`src/rtl/pr_pkg.sv`:
```
package pr_pkg;
  typedef enum logic [1:0] {
    DST_LO  = 2'd0,
    DST_UP  = 2'd1,
    DST_DIV = 2'd2,
    DST_RET = 2'd3
  } dst_e;
endpackage

```
`src/rtl/pr_map.sv`:
```
module pr_map #(
  parameter int N_ROWS = 8,
  parameter int IW     = $clog2(N_ROWS)
) (
  input  logic                 clk_i,
  input  logic                 rst_ni,
  input  logic                 swap_i,
  input  logic [IW-1:0]        a_i,
  input  logic [IW-1:0]        b_i,
  input  logic [IW-1:0]        rd_idx_i,
  output logic [IW-1:0]        rd_row_o,
  output logic [N_ROWS*IW-1:0] tbl_o
);
  logic [IW-1:0] tbl_q [N_ROWS];

  always_ff @(posedge clk_i or negedge rst_ni) begin
    if (!rst_ni) begin
      for (int k = 0; k < N_ROWS; k++) tbl_q[k] <= IW'(k);
    end else if (swap_i) begin
      tbl_q[a_i] <= tbl_q[b_i];
      tbl_q[b_i] <= tbl_q[a_i];
    end
  end

  assign rd_row_o = tbl_q[rd_idx_i];

  for (genvar g = 0; g < N_ROWS; g++) begin : g_flat
    assign tbl_o[g*IW +: IW] = tbl_q[g];
  end
endmodule

```
`src/rtl/pr_fifo.sv`:
```
module pr_fifo #(
  parameter type T     = logic,
  parameter int  DEPTH = 4
) (
  input  logic clk_i,
  input  logic rst_ni,
  input  logic push_i,
  input  T     din_i,
  input  logic pop_i,
  output T     dout_o,
  output logic full_o,
  output logic empty_o
);
  localparam int AW = (DEPTH > 1) ? $clog2(DEPTH) : 1;
  localparam int CW = $clog2(DEPTH + 1);

  T              mem_q [DEPTH];
  logic [AW-1:0] wp_q, rp_q;
  logic [CW-1:0] cnt_q;

  assign full_o  = (cnt_q == CW'(DEPTH));
  assign empty_o = (cnt_q == '0);
  assign dout_o  = mem_q[rp_q];

  always_ff @(posedge clk_i) begin
    if (push_i) mem_q[wp_q] <= din_i;
  end

  always_ff @(posedge clk_i or negedge rst_ni) begin
    if (!rst_ni) begin
      wp_q  <= '0;
      rp_q  <= '0;
      cnt_q <= '0;
    end else begin
      if (push_i) wp_q <= (wp_q == AW'(DEPTH - 1)) ? '0 : wp_q + 1'b1;
      if (pop_i)  rp_q <= (rp_q == AW'(DEPTH - 1)) ? '0 : rp_q + 1'b1;
      if (push_i && !pop_i)      cnt_q <= cnt_q + 1'b1;
      else if (!push_i && pop_i) cnt_q <= cnt_q - 1'b1;
    end
  end
endmodule

```
`src/rtl/pr_route.sv`:
```
module pr_route
  import pr_pkg::*;
#(
  parameter int N_ROWS    = 8,
  parameter int DW        = 16,
  parameter int DIV_DEPTH = 4,
  parameter int RET_DEPTH = 4,
  localparam int IW       = $clog2(N_ROWS)
) (
  input  logic          clk_i,
  input  logic          rst_ni,
  input  logic          piv_valid_i,
  input  logic [IW-1:0] piv_step_i,
  input  logic [IW-1:0] piv_row_i,
  input  logic          in_valid_i,
  input  logic [IW-1:0] in_row_i,
  input  logic [IW-1:0] in_col_i,
  input  logic [DW-1:0] in_data_i,
  output logic          in_ready_o,
  output logic          lo_valid_o,
  input  logic          lo_ready_i,
  output logic [IW-1:0] lo_row_o,
  output logic [IW-1:0] lo_col_o,
  output logic [DW-1:0] lo_data_o,
  output logic          up_valid_o,
  input  logic          up_ready_i,
  output logic [IW-1:0] up_row_o,
  output logic [IW-1:0] up_col_o,
  output logic [DW-1:0] up_data_o,
  output logic          ret_valid_o,
  input  logic          ret_ready_i,
  output logic [IW-1:0] ret_row_o,
  output logic [IW-1:0] ret_col_o,
  output logic [DW-1:0] ret_data_o
);
  typedef struct packed {
    logic          lo;
    logic [IW-1:0] row;
    logic [IW-1:0] col;
    logic [DW-1:0] data;
  } ent_t;

  logic [IW-1:0]        step_q;
  logic [IW-1:0]        prow;
  logic [N_ROWS*IW-1:0] map_flat;
  logic                 is_final, to_lo, home_lo;
  dst_e                 dst;
  logic                 fire;
  ent_t                 in_ent, div_head, ret_head;
  logic                 div_full, div_empty, div_push, div_pop;
  logic                 ret_full, ret_empty, ret_push, ret_pop;
  logic                 direct_lo, direct_up, drain_lo, drain_up;

  pr_map #(.N_ROWS(N_ROWS), .IW(IW)) u_map (
    .clk_i    (clk_i),
    .rst_ni   (rst_ni),
    .swap_i   (piv_valid_i && (piv_step_i != piv_row_i)),
    .a_i      (piv_step_i),
    .b_i      (piv_row_i),
    .rd_idx_i (in_row_i),
    .rd_row_o (prow),
    .tbl_o    (map_flat)
  );

  always_ff @(posedge clk_i or negedge rst_ni) begin
    if (!rst_ni)          step_q <= '0;
    else if (piv_valid_i) step_q <= piv_step_i;
  end

  // classification uses the table and step from before any same-cycle pivot
  assign is_final = (in_col_i < step_q) || (prow < step_q);
  assign to_lo    = prow > in_col_i;
  assign home_lo  = in_row_i > in_col_i;

  always_comb begin
    if (is_final)              dst = DST_RET;
    else if (to_lo != home_lo) dst = DST_DIV;
    else if (to_lo)            dst = DST_LO;
    else                       dst = DST_UP;
  end

  always_comb begin
    unique case (dst)
      DST_LO:  in_ready_o = lo_ready_i;
      DST_UP:  in_ready_o = up_ready_i;
      DST_DIV: in_ready_o = !div_full;
      default: in_ready_o = !ret_full;
    endcase
  end

  assign fire   = in_valid_i && in_ready_o;
  assign in_ent = '{lo: to_lo, row: prow, col: in_col_i, data: in_data_i};

  assign div_push = fire && (dst == DST_DIV);
  assign ret_push = fire && (dst == DST_RET);

  pr_fifo #(.T(ent_t), .DEPTH(DIV_DEPTH)) u_div (
    .clk_i   (clk_i),
    .rst_ni  (rst_ni),
    .push_i  (div_push),
    .din_i   (in_ent),
    .pop_i   (div_pop),
    .dout_o  (div_head),
    .full_o  (div_full),
    .empty_o (div_empty)
  );

  pr_fifo #(.T(ent_t), .DEPTH(RET_DEPTH)) u_ret (
    .clk_i   (clk_i),
    .rst_ni  (rst_ni),
    .push_i  (ret_push),
    .din_i   (in_ent),
    .pop_i   (ret_pop),
    .dout_o  (ret_head),
    .full_o  (ret_full),
    .empty_o (ret_empty)
  );

  // direct traffic owns a lane; diverted entries fill idle slots only
  assign direct_lo = in_valid_i && (dst == DST_LO);
  assign direct_up = in_valid_i && (dst == DST_UP);
  assign drain_lo  = !div_empty &&  div_head.lo && !direct_lo;
  assign drain_up  = !div_empty && !div_head.lo && !direct_up;
  assign div_pop   = (drain_lo && lo_ready_i) || (drain_up && up_ready_i);

  assign lo_valid_o = direct_lo || drain_lo;
  assign lo_row_o   = direct_lo ? prow      : div_head.row;
  assign lo_col_o   = direct_lo ? in_col_i  : div_head.col;
  assign lo_data_o  = direct_lo ? in_data_i : div_head.data;

  assign up_valid_o = direct_up || drain_up;
  assign up_row_o   = direct_up ? prow      : div_head.row;
  assign up_col_o   = direct_up ? in_col_i  : div_head.col;
  assign up_data_o  = direct_up ? in_data_i : div_head.data;

  assign ret_valid_o = !ret_empty;
  assign ret_pop     = ret_valid_o && ret_ready_i;
  assign ret_row_o   = ret_head.row;
  assign ret_col_o   = ret_head.col;
  assign ret_data_o  = ret_head.data;
endmodule

```
`config.mk`:
```
export PLATFORM = sky130hd
export DESIGN_NAME = pr_route
export DESIGN_NICKNAME = d
export VERILOG_FILES = /design/src/rtl/pr_pkg.sv /design/src/rtl/pr_map.sv /design/src/rtl/pr_fifo.sv /design/src/rtl/pr_route.sv
export SDC_FILE = /design/constraint.sdc
export NUM_CORES = 1
export LEC_CHECK = 0
export CORE_MARGIN = 3
export CORE_UTILIZATION = 65
export CTS_CLUSTER_DIAMETER = 120
export DETAILED_ROUTE_END_ITERATION = 10
export DONT_BUFFER_PORTS = 1
export PLACE_DENSITY = 0.81
export SLEW_MARGIN = 20
export SYNTH_ARGS = -nofsm -noshare
export SYNTH_HDL_FRONTEND = slang
export SYNTH_SLANG_ARGS = --single-unit
export TNS_END_PERCENT = 10
```
`constraint.sdc`:
```
create_clock -name clk_i -period 7.2 [get_ports clk_i]
set_input_delay 0.72 -clock clk_i [delete_from_list [all_inputs] [get_ports clk_i]]
set_output_delay 0.72 -clock clk_i [all_outputs]
set_load 0.005 [all_outputs]
```
# == Yosys cells after proc, flatten, opt, wreduce, memory -nomap -nowiden ==
# Memories as Yosys holds them, arrays and structs flattened.
# Cells that the tools add are included.
# classes
add_sub_neg,8
n_lt_le_gt_ge,9
eq_ne,11
n_mux,37
bitwise_logic,3
reduce_logical,39
# op_table
operator,n
24-bit bitwise mux,2
3-bit 2-to-1 mux,16
16-bit 2-to-1 mux,2
3-bit binary-select mux with 3-bit select,3
1-bit logical AND,19
3-bit demux with 3-bit select,2
2-bit equality test (second input constant),6
4-bit >= comparator (second input constant),3
2-bit 2-to-1 mux,6
3-bit NOT with 4-bit output,3
1-bit logical NOT,11
2-bit by 1-bit adder with 2-bit output (second input constant),4
4-bit by 1-bit less-than comparator with 1-bit output (second input constant),2
3-bit by 1-bit adder with 3-bit output (second input constant),2
3-bit equality test (second input constant),2
3-bit > comparator,2
3-bit logical NOT,2
3-bit less-than comparator,2
3-bit by 1-bit subtractor with 3-bit output (second input constant),2
1-bit 2-to-1 mux,5
1-bit logical OR,4
2-bit nonzero test,2
3-bit != test,1
1-bit case mux with 3 select lines,1
other kinds (3),3
# totals
ff_bits,41
ramBits,184
in_bits,35
output_inout_bits,70
word_cells,124
memories,2
# mem_list
name,depth,width,read_ports,rd_ports_with_merged_regs,wr,line_no,source
u_div.mem_q,4,23,1,0,1,pr_fifo.sv:17,T mem_q [DEPTH];
u_ret.mem_q,4,23,1,0,1,pr_fifo.sv:17,

# == Depth between registers and ports, before layout ==
# logic_depth
ltp_word,17
ltp_mapped,18
depth_no_buf,17

# == Modules after synthesis ==
# A second synthesis with hierarchy kept.
# hier_totals
hier_cells,657
hier_area_um2,10951.8
# by_module_without_submodules
module,n_inst,cells_per_inst,area_per_inst_um2
pr_fifo,2,158,3778.6
pr_map,1,224,2160.8
pr_route,1,117,1233.7

# == Worst setup path before layout ==
# Ideal clock, no wire load.
# synth_timing
path_type,in2out
from,input port in_row_i[0]
to,output port up_data_o[10]
arrival_time_ns,3.728
slack_ns,2.752
stages,14
path_buffers,3
path_cell_list,buf_6 -> mux4_1 -> mux2_2 -> ha_1 -> nor2b_1 -> o21ai_0 -> inv_1 -> o21ai_0 -> ha_1 -> nor2b_1 -> and3_4 -> buf_6 -> buf_8 -> mux2_4
# synth_via
elab_chain_len,11
word_cells_on_any_way,15
classes_between,3 x order compare; 2 x eq/ne; 7 x mux; 1 x bitwise; 2 x reduce/logical
# synth_lines
element,line_no,source
from (decl),pr_route.sv:16,"input logic [IW-1:0] in_row_i,"
3-bit NOT with 4-bit output (not written as such) (*),pr_map.sv:25,assign rd_row_o = tbl_q[rd_idx_i];
3-bit binary-select mux with 3-bit select (*),pr_map.sv:25,
3-bit 2-to-1 mux (not written as such) (*) (2 in a row),pr_map.sv:25,
named net prow[1],pr_route.sv:44,logic [IW-1:0] prow;
3-bit > comparator,pr_route.sv:72,assign to_lo = prow > in_col_i;
1-bit 2-to-1 mux / 1-bit != test (equally long branches),"pr_route.sv:78, pr_route.sv:77",
2-bit 2-to-1 mux,pr_route.sv:77,else if (to_lo != home_lo) dst = DST_DIV;
2-bit 2-to-1 mux (*),pr_route.sv:76,if (is_final) dst = DST_RET;
2-bit by 1-bit equality test with 1-bit output (*),pr_route.sv:121,assign direct_up = in_valid_i && (dst == DST_UP);
1-bit logical AND (*),pr_route.sv:121,
16-bit 2-to-1 mux (*),pr_route.sv:134,assign up_data_o = direct_up ? in_data_i : div_head.data;
to (decl),pr_route.sv:29,"output logic [DW-1:0] up_data_o,"
# The timed path passes the listed nets; every way through them passes the cells marked *. The select of a mux whose other input is x is not followed.

# == Worst setup path in the final report ==
# layout_timing
from,register u_map.tbl_q (netlist bit u_map.tbl_o[16])
to,output port lo_data_o[10]
# layout_via
elab_chain_len,10
word_cells_on_any_way,13
classes_between,2 x order compare; 1 x eq/ne; 7 x mux; 3 x reduce/logical
# layout_lines
element,line_no,source
from (decl),pr_map.sv:14,logic [IW-1:0] tbl_q [N_ROWS];
"from (signal, indexed assignment)",pr_map.sv:20,tbl_q[a_i] <= tbl_q[b_i];
"from (signal, indexed assignment)",pr_map.sv:21,tbl_q[b_i] <= tbl_q[a_i];
3-bit binary-select mux with 3-bit select (*),pr_map.sv:25,
3-bit 2-to-1 mux (not written as such) (*) (2 in a row),pr_map.sv:25,
named net prow[1],pr_route.sv:44,
3-bit > comparator,pr_route.sv:72,
1-bit 2-to-1 mux / 1-bit != test (equally long branches),"pr_route.sv:78, pr_route.sv:77",
2-bit 2-to-1 mux,pr_route.sv:77,
2-bit 2-to-1 mux (*),pr_route.sv:76,
2-bit logical NOT (*),pr_route.sv:120,assign direct_lo = in_valid_i && (dst == DST_LO);
1-bit logical AND (*),pr_route.sv:120,
16-bit 2-to-1 mux (*),pr_route.sv:129,assign lo_data_o = direct_lo ? in_data_i : div_head.data;
to (decl),pr_route.sv:24,"output logic [DW-1:0] lo_data_o,"
# Marked as above.

==> impl_metrics.ini <==
[floorplan]
die_w_um = 132
ios = 105
rows = 45
core_area_mm2 = 0.0154
dieHeight_um = 132
initial_core_util = 0.670
die_area_mm2 = 0.0174

[placed_design]
dp_slack_ps = 2450
place.gp.congestion = 0.893
dp_hpwl_um = 14200
io_buffers = 0

[routing]
via_per_inst = 6.80
routed_wl_um = 23100
avgRoutedWirePerCell_um = 27.3
drc = 0
vias = 5770
detail-route-antenna-nets = 0
initialDrtViolationCount = 511
drt-pass1-iter-count = 4

[timing]
max_freq_ghz = 0.199
fin_hold_ws_ps = 42.3
period_needed_ps = 5030
skew_ps = 14.1
rsz0062_at_grt = false
hold_violations = 0
fin_tns_setup_ps = 0
fin_ws_ps = 2170
drv_slew = 0
tightest_slew_ps = 1150
setup_viol = 0
final.period_utilization = 0.698
maxSlewHeadroom = 0.235

[worst_setup_path]
crit_chain = mux4_1, mux2_2, ha_1, nor2b_1, o21ai_0, inv_1, o21ai_0, ha_1, nor2b_1, nand3b_1, buf_4, mux2_2
crit_required_ps = 6480
endpoint_kind = output port
worstSetupPathType = flip-flop to output port
max_stage_delay_ps = 510
worstPathMaxFanout = 19
cp-start-kind = flip-flop
critical_path_arrival_ps = 4310
slowest_stage = mux4_1

[clocking]
ctsLongestPathBuffers = 3
cts.htree.levels = 1
cts.sinks = 221
clock_latency_ps = 510
cts_tree = yes
cts_buffers = 22
path_clk_slew_ps = 60
ctsRootBufferMaster = clkbuf_16

[synth]
synth_top_area_cell = edfxtp_1
synth_top_area_frac = 0.524
yosysWarnings = 0
ys_ff_latch = 221
ys_seq_area_frac = 0.625
synthArstFlopShare = 0.186
synth_edf_count = 180
netlist_area_mm2 = 0.0103
syn_nets = 679
synth_area_leaders = edfxtp_1 (52%), mux4_2 (11%), dfrtp_1 (7.0%), mux2_2 (4.7%), dfstp_2 (3.1%)
synthCells = 619
synth_cell_types = 57
ys.flop_type = edfxtp_1
syn_avg_cell_area_um2 = 16.6

[power]
p_leak_nw = 3.91
worst_ir_drop_vdd_mv = 0.294
p_total_w = 0.00380
pwr_density_cell_mw_per_mm2 = 340

[status]
outcome = finished clean

[grt]
grt_pass1_vias = 5925
antenna_found_initial = 0
grt.total_usage = 0.269
grt_max_degree = 30
grt_pass1_wl_um = 36100
grt_remaining_overflow = 0

[finish]
drive_above_1_share = 0.276
diodes = 0
area.growth.synth_to_final_pct = 8.63
layout.nets = 683
n_fill_cell = 955

[hold_path]
min_path_type = input pin to asynchronous set/reset pin

[job]
drv_cap = 0
state kept, by name (all words and copies together), names as in the netlist:
register and flops:
u_div.wp_q 2, u_ret.mem_q 88, u_div.cnt_q 3, u_map.tbl_o 24
u_ret.rp_q 2, u_ret.cnt_q 3, step_q 3, u_div.rp_q 2
u_div.mem_q 92, u_ret.wp_q 2
placed cells by master, fill, tap and decap left out, types with 3 or more instances in the layout:
master and count:
mux4_2 50, dfrtp_1 27, xor2_1 7, inv_1 17, buf_4 10, nor2b_1 7
o21ai_0 13, dfstp_2 12, nand2_1 55, a21oi_1 6, o221ai_1 25, nand3_1 5
mux2_2 43, ha_1 23, a31oi_1 3, mux2_4 19, clkinvlp_4 3, nand2b_1 10
nand3b_1 3, nor3_1 5, clkbuf_16 23, nor3b_1 6, xnor2_1 3, nor2_1 11
mux2i_1 12, clkinv_1 8, edfxtp_1 180, and2_1 9
power breakdown:
group / internal, W / total [W] / leakage (nW) / switching [W]
Sequential: 0.00156 / 0.00176 / 2.13 / 0.000204
Combinational: 0.000517 / 0.000940 / 1.45 / 0.000423
Clock: 0.000620 / 0.00110 / 0.329 / 0.000481
Total: 0.00269 / 0.00380 / 3.91 / 0.00111
metal layers:
layer | global-route usage | up-vias | part of all wire
li1 | - | 2459 | -
met1 | 0.377 | 3000 | 0.41
met2 | 0.445 | 273 | 0.50
met3 | 0.0508 | 38 | 0.074
met4 | 0.0677 | 0 | 0.015
met5 | 0 | - | 0
metrics by stage:
stage | cells | utilization | instance area (um^2)
global route | 849 | 0.728 | 11200
finish | 849 | 0.728 | 11200
CTS | 849 | 0.728 | 11200
detailed placement | 809 | 0.682 | 10500
floorplan | 619 | - | 10300
global placement | 809 | 0.682 | 10500
cells in the mapped netlist, types with 5 or more instances:
library cell	instances
nand3_1	5
o221ai_1	25
mux2i_1	12
nand2_1	55
nor2_1	11
buf_1	5
xor2_1	7
nand2b_1	10
mux4_2	50
clkbuf_1	19
mux2_4	19
o21ai_0	13
edfxtp_1	180
inv_1	17
nor2b_1	7
a21oi_1	6
and2_1	9
dfstp_2	12
mux2_2	43
ha_1	23
nor3b_1	6
dfrtp_1	29
nor3_1	5
cell families after synthesis:
kind of cell             count (synthesis)  share of synthesized area
multiplexers                           128                      0.203
XOR/XNOR                                10                    0.00850
AND/OR/NAND/NOR                        120                     0.0596
AO/OA/AOI/OAI                           66                     0.0489
flip-flops                             221                      0.625
buffers and inverters                   49                     0.0228
adder cells (fa/ha/maj)                 25                     0.0318
worst max-delay path: cells and delay by family (launching register included):
family	cells	cell delay (ps)
compound gates	2	390
fa+ha+maj	2	640
buf+inv	2	420
flops	1	440
simple gates	3	670
mux	3	1220
final cells by class:
cell class | instances | area, um^2 | area share
clock inverter | 16 | 120 | 0.0107
clock buffer | 23 | 576 | 0.0514
inverter | 18 | 67.6 | 0.00603
tap | 211 | 264 | 0.0236
timing repair buffer | 11 | 95.1 | 0.00849
multi-input combinational | 349 | 3620 | 0.324
sequential | 221 | 6450 | 0.576
path summary, 6_finish.rpt:
| kind | from | slack (ps) | depth (start not counted) | end |
|---|---|---|---|---|
| min in group clk_i | in_data_i[3] | 310 | 0 | u_ret.mem_q[1][3]$_DFFE_PP_ |
| max in group asynchronous | rst_ni | 6960 | 1 | u_div.rp_q[0]$_DFFE_PN0P_ |
| worst max-delay path | u_map.tbl_o[16]$_DFFE_PN0P_ | 2170 | 12 | lo_data_o[10] |
| worst max register to register | u_map.tbl_o[16]$_DFFE_PN0P_ | 2900 | 16 | u_div.cnt_q[2]$_DFFE_PN0P_ |
| worst min-delay path | rst_ni | 40 | 1 | u_map.tbl_o[16]$_DFFE_PN0P_ |
| worst min register to register | u_ret.cnt_q[2]$_DFFE_PN0P_ | 490 | 1 | u_ret.cnt_q[2]$_DFFE_PN0P_ |
what timing repair did:
item,CTS,global route
gates resized for setup,0,0
setup buffers,0,0
endpoints found under the hold margin,29,0
hold buffers,1,0
No activity file was read; power rests on OpenSTA's default activity.
